<file path="src/rtl/evt_filter_pkg.sv">
package evt_filter_pkg;
  // datapath -> control
  typedef struct packed {
    logic mismatch;   // synchronized pin differs from accepted level
    logic refFall;    // falling edge of sampling strobe this cycle
  } dpStatus_t;

  // control -> datapath
  typedef struct packed {
    logic takeLevel;  // load synchronized pin into accepted level
  } ctrlStrobe_t;
endpackage

</file>
<file path="src/rtl/evt_filter_dp.sv">
module evt_filter_dp
  import evt_filter_pkg::*;
#(
  parameter int SYNC_STAGES = 2
) (
  input  logic        clk,
  input  logic        rstN,
  input  logic        pinRaw,
  input  logic        sampleRef,
  input  logic        edgePol,
  input  ctrlStrobe_t strobe,
  output dpStatus_t   status,
  output logic        pinSync,
  output logic        accLevel,
  output logic        countPulse
);
  localparam int LAST = SYNC_STAGES - 1;

  logic [LAST:0] pinPipe;
  logic [LAST:0] refPipe;
  logic          refPrev;

  generate
    if (SYNC_STAGES == 1) begin : g_single
      always_ff @(posedge clk) begin
        if (!rstN) begin
          pinPipe <= '1;
          refPipe <= '0;
        end else begin
          pinPipe <= pinRaw;
          refPipe <= sampleRef;
        end
      end
    end else begin : g_chain
      always_ff @(posedge clk) begin
        if (!rstN) begin
          pinPipe <= '1;
          refPipe <= '0;
        end else begin
          pinPipe <= {pinPipe[LAST-1:0], pinRaw};
          refPipe <= {refPipe[LAST-1:0], sampleRef};
        end
      end
    end
  endgenerate

  assign pinSync = pinPipe[LAST];

  always_ff @(posedge clk) begin
    if (!rstN) begin
      refPrev    <= 1'b0;
      accLevel   <= 1'b1;
      countPulse <= 1'b0;
    end else begin
      refPrev    <= refPipe[LAST];
      countPulse <= strobe.takeLevel && (pinSync == edgePol);
      if (strobe.takeLevel) accLevel <= pinSync;
    end
  end

  always_comb begin
    status.mismatch = (pinSync != accLevel);
    status.refFall  = refPrev & ~refPipe[LAST];
  end
endmodule

</file>
<file path="src/rtl/evt_filter_ctrl.sv">
module evt_filter_ctrl
  import evt_filter_pkg::*;
#(
  parameter int REF_FALLS = 2
) (
  input  logic        clk,
  input  logic        rstN,
  input  logic        filterEn,
  input  dpStatus_t   status,
  output ctrlStrobe_t strobe,
  output logic [$clog2(REF_FALLS+1)-1:0] fallCnt
);
  localparam int CNT_W = $clog2(REF_FALLS + 1);
  localparam logic [CNT_W-1:0] LAST_FALL = CNT_W'(REF_FALLS - 1);

  logic [CNT_W-1:0] nextCnt;

  always_comb begin
    strobe.takeLevel = 1'b0;
    nextCnt          = fallCnt;
    if (!status.mismatch) begin
      nextCnt = '0;                      // change withdrawn or none pending
    end else if (!filterEn) begin
      strobe.takeLevel = 1'b1;
      nextCnt          = '0;
    end else if (status.refFall) begin
      if (fallCnt == LAST_FALL) begin
        strobe.takeLevel = 1'b1;
        nextCnt          = '0;
      end else begin
        nextCnt = fallCnt + 1'b1;
      end
    end
  end

  always_ff @(posedge clk) begin
    if (!rstN) fallCnt <= '0;
    else       fallCnt <= nextCnt;
  end
endmodule

</file>
<file path="src/rtl/evt_noise_filter.sv">
module evt_noise_filter
  import evt_filter_pkg::*;
#(
  parameter int SYNC_STAGES = 2,
  parameter int REF_FALLS   = 2
) (
  input  logic clk,
  input  logic rstN,
  input  logic pinRaw,
  input  logic filterEn,
  input  logic edgePol,
  input  logic sampleRef,
  output logic countPulse
);
  localparam int CNT_W = $clog2(REF_FALLS + 1);

  dpStatus_t        status;
  ctrlStrobe_t      strobe;
  logic             pinSync;
  logic             accLevel;
  logic [CNT_W-1:0] fallCnt;

  evt_filter_dp #(.SYNC_STAGES(SYNC_STAGES)) u_dp (
    .clk(clk), .rstN(rstN), .pinRaw(pinRaw), .sampleRef(sampleRef),
    .edgePol(edgePol), .strobe(strobe), .status(status),
    .pinSync(pinSync), .accLevel(accLevel), .countPulse(countPulse)
  );

  evt_filter_ctrl #(.REF_FALLS(REF_FALLS)) u_ctrl (
    .clk(clk), .rstN(rstN), .filterEn(filterEn), .status(status),
    .strobe(strobe), .fallCnt(fallCnt)
  );
endmodule

</file>
<file path="config.mk">
export PLATFORM = sky130hd
export DESIGN_NAME = evt_noise_filter
export DESIGN_NICKNAME = d
export VERILOG_FILES = /design/src/rtl/evt_filter_pkg.sv /design/src/rtl/evt_filter_dp.sv /design/src/rtl/evt_filter_ctrl.sv /design/src/rtl/evt_noise_filter.sv
export SDC_FILE = /design/constraint.sdc
export NUM_CORES = 1
export LEC_CHECK = 0
export ABC_AREA = 1
export BUFFER_PORTS_ARGS = -buffer_cell sky130_fd_sc_hd__buf_2
export CORE_AREA = 2 2 39 41
export DETAILED_ROUTE_END_ITERATION = 7
export DIE_AREA = 0 0 41 43
export SYNTH_ARGS = -nofsm -noshare
export SYNTH_HDL_FRONTEND = slang
export SYNTH_HIERARCHICAL = 1
export SYNTH_SLANG_ARGS = --single-unit
</file>
<file path="constraint.sdc">
create_clock -name clk -period 2.6 [get_ports clk]
set_input_delay 0.52 -clock clk [delete_from_list [all_inputs] [get_ports clk]]
set_output_delay 0.52 -clock clk [all_outputs]
set_load 0.02 [all_outputs]
</file>
==> out/qor.csv <==
stage,metric,value,unit
status,run status,completed,
final_layout,Post-Layout Cell Count,69,
drt,1st-pass router iterations,2,
final_layout,area delta synth->final,23.8,%
placement,Final HPWL DP,328,um
worst_setup_path,R2R cell count,8,
placement,gp weighted congestion,0.589,
yosys,Cells after Synth,43,
worst_setup_path,worst r2r dst,u_dp/countPulse$_SDFF_PN0_,
final_layout,Final #Nets,60,
power,Total Power,267,uW
floorplanning,Die ar.,1760,sq um
power,Power Density,673,nW/um^2
worst_setup_path,CP arrival,0.71,ns
cts,Worst-Skew Late Latency,0.26,ns
floorplanning,die width,41,um
placement,Buffers on Ports,6,
drt,Iteration-0 DRC Markers,7,
cts,H-tree depth,1,
yosys,Synth area leaders,"dfxtp_1, inv_1, nand2_1, nand3_1, nor2_1",
sta,setup violators final,0,
sta,Fin. Hold Viols,0,
yosys,syn nets,49,
grt,gr ovfl total,0,
worst_setup_path,Crit Path Class,flip-flop to output port,
cts,Bufs on Longest Clock Path,2,
final_layout,share of cells above drive strength 1,17.0,%
yosys,Synth Area in XOR/XNOR,2.73,%
sta,Tightest Pin Transition,0.226,ns
sta,TNS Setup,0,ns
worst_setup_path,CP required,2.08,ns
yosys,post-synthesis mux area share,0,%
worst_setup_path,worst-path fanout max,1,
drt,drt total wl,434,um
worst_setup_path,CP peak stage delay,0.30,ns
worst_setup_path,CP Launch Point,u_dp/countPulse$_SDFF_PN0_,
worst_setup_path,CP top delay family,flip-flops,
min_path,Hold/Removal Path Class,flip-flop to flip-flop,
grt,first-pass GRT wire length,676,um
final_layout,"most common cell after layout, fill and taps aside",inv_1,
sta,Max Fclk,816,MHz
sta,Final Slew Violations,0,
grt,vias in the first global route,183,
drt,Vias/cell,3.80,
floorplanning,core area,1380,sq um
cts,quantity of gates resized following cts,0,
sta,skew final,0.00179,ns
worst_setup_path,worst path bufs/invs,1,
cts,CTS Root Cell,clkbuf_4,
yosys,"area leader, netlist",dfxtp_1,
worst_setup_path,RR Startpoint,u_dp/refPrev$_SDFF_PN0_,
sta,Slew headroom,84.9,%
yosys,Compound-Gate Fraction of Synth Area,1.56,%
final_layout,ant diodes,0,
floorplanning,Initial Util,23.1,%
drt,detailed-route via count,262,
yosys,Mapped Area,320,sq um
cts,Post-CTS Hold Fix Bufs,0,
yosys,largest family of logic cells by synthesized area,simple AND/OR/NAND/NOR gates,
yosys,"Avg Cell Area, Syn",7.45,sq um
worst_setup_path,reg2reg setup slack,1.48,ns
yosys,Synth Warn #,6,
cts,Post-CTS Setup Repair Bufs,0,
final_layout,fill count,160,
yosys,post-synthesis sequential area ratio,56.3,%
grt,GRT Util Overall,6.76,%
worst_setup_path,crit end category,output port,
placement,placed cell area,370,sq um
floorplanning,Ports,7,
power,Peak VDD IR,0.368,mV
cts,CTS tree,done,
sta,RSZ-0062 raised after global routing,false,
power,Pleak,0.219,nW
sta,clock period minus worst slack,1.23,ns
placement,Inst Count DP,65,
yosys,simple-gate portion of the synthesized area,25.4,%
floorplanning,row cnt,14,
yosys,share of the synthesized area in the top cell type,56.3,%
min_path,Hold Startpoint,u_dp/pinPipe[0]$_SDFF_PN1_,
final_layout,Final Instance Area,397,sq um
drt,Final ANT Viol Nets,0,
cts,TritonCTS buffer count,3,
cts,CTS clock-pin slew for the worst setup and hold paths,0.06,ns
grt,initial antenna violation count,0,
run,# Max-Cap Violations,0,
min_path,hold depth,2,
yosys,Yosys cell types,8,
drt,DRC Markers,0,
worst_setup_path,Startpoint Class,flip-flop,
grt,largest net degree at the start of global routing,9,
min_path,Hold Path End,u_dp/pinPipe[1]$_SDFF_PN1_,
sta,Tcrit/Tclk final,47.1,%
worst_setup_path,Critical-path top delay cell,dfxtp_1,
drt,WL per Instance,6.29,um
final_layout,most frequent cells in the layout,"inv_1, nand2_1, dfxtp_1",
cts,Num Clock Sinks,9,
yosys,Synth Register Bits,9,
floorplanning,die height,43,um
worst_setup_path,"Cell Chain, Critical Path",buf_2,
yosys,Synth Area in Adders,0,%
## cells in the mapped netlist, drive strengths merged
cell and instances:
xor2 1, dfxtp 9, nand2 11, inv 12, nor3 2, a21oi 1, nor2 4, nand3 3
## sequential cells by signal, summed over array words and instances, names as in the netlist
signal / flops
u_ctrl/fallCnt: 2
u_dp/pinPipe: 2
u_dp/refPipe: 2
u_dp/accLevel: 1
u_dp/countPulse: 1
u_dp/refPrev: 1
## area by class of cell
cell class	count	area (sq um)	share of cell area (%)
inverters	12	45.0	11.4
multi-input cells	22	95.1	24.0
clock buffers	4	26.3	6.62
well taps	16	20.0	5.05
repair buffers	6	30.0	7.57
flip-flops and latches	9	180	45.4
## tightest hold or removal path: cells and delay by family, from the launching register on
family / cells / cell delay (ns)
buffers and inverters: 1 / 0.03
AND/OR/NAND/NOR: 1 / 0.04
flip-flops: 1 / 0.31
## metrics by stage
step           worst slack [ns]  util (%)  hold WS (ns)
2_1_floorplan              1.60         -         0.380
3_3_place_gp               1.44      26.8         0.382
3_5_place_dp               1.44      26.8         0.393
4_1_cts                    1.36      28.7         0.407
5_1_grt                    1.31      28.7         0.423
6_report                   1.37      28.7         0.409
## power breakdown
| part | internal (mW) | switching, mW |
|---|---|---|
| Combinational | 0.00726 | 0.00910 |
| Clock | 0.0590 | 0.0468 |
| Sequential | 0.143 | 0.00211 |
## cell families (layout without fill, tap and decap cells)
logic type	after synthesis	after routing
AO/OA/AOI/OAI	1	1
XOR/XNOR	1	1
buffers and inverters	12	22
flip-flops	9	9
AND/OR/NAND/NOR	20	20
## worst max-delay path by stage
stage	end	depth (start not counted)
2_1_floorplan	u_dp/countPulse$_SDFF_PN0_	7
3_3_place_gp	u_dp/countPulse$_SDFF_PN0_	6
3_5_place_dp	u_dp/accLevel$_SDFFE_PN1P_	5
4_1_cts	countPulse	1
5_1_grt	countPulse	1
6_report	countPulse	1
## metal layers
metal / part of all wire (%) / GRT usage (%) / vias to the layer above
met5: 0 / 0 / -
met4: 0 / 4.00 / 0
met3: 13 / 9.42 / 0
met2: 40 / 7.19 / 10
met1: 47 / 6.54 / 109
li1: - / - / 143
Note: power is estimated with default switching activity, not from simulation.
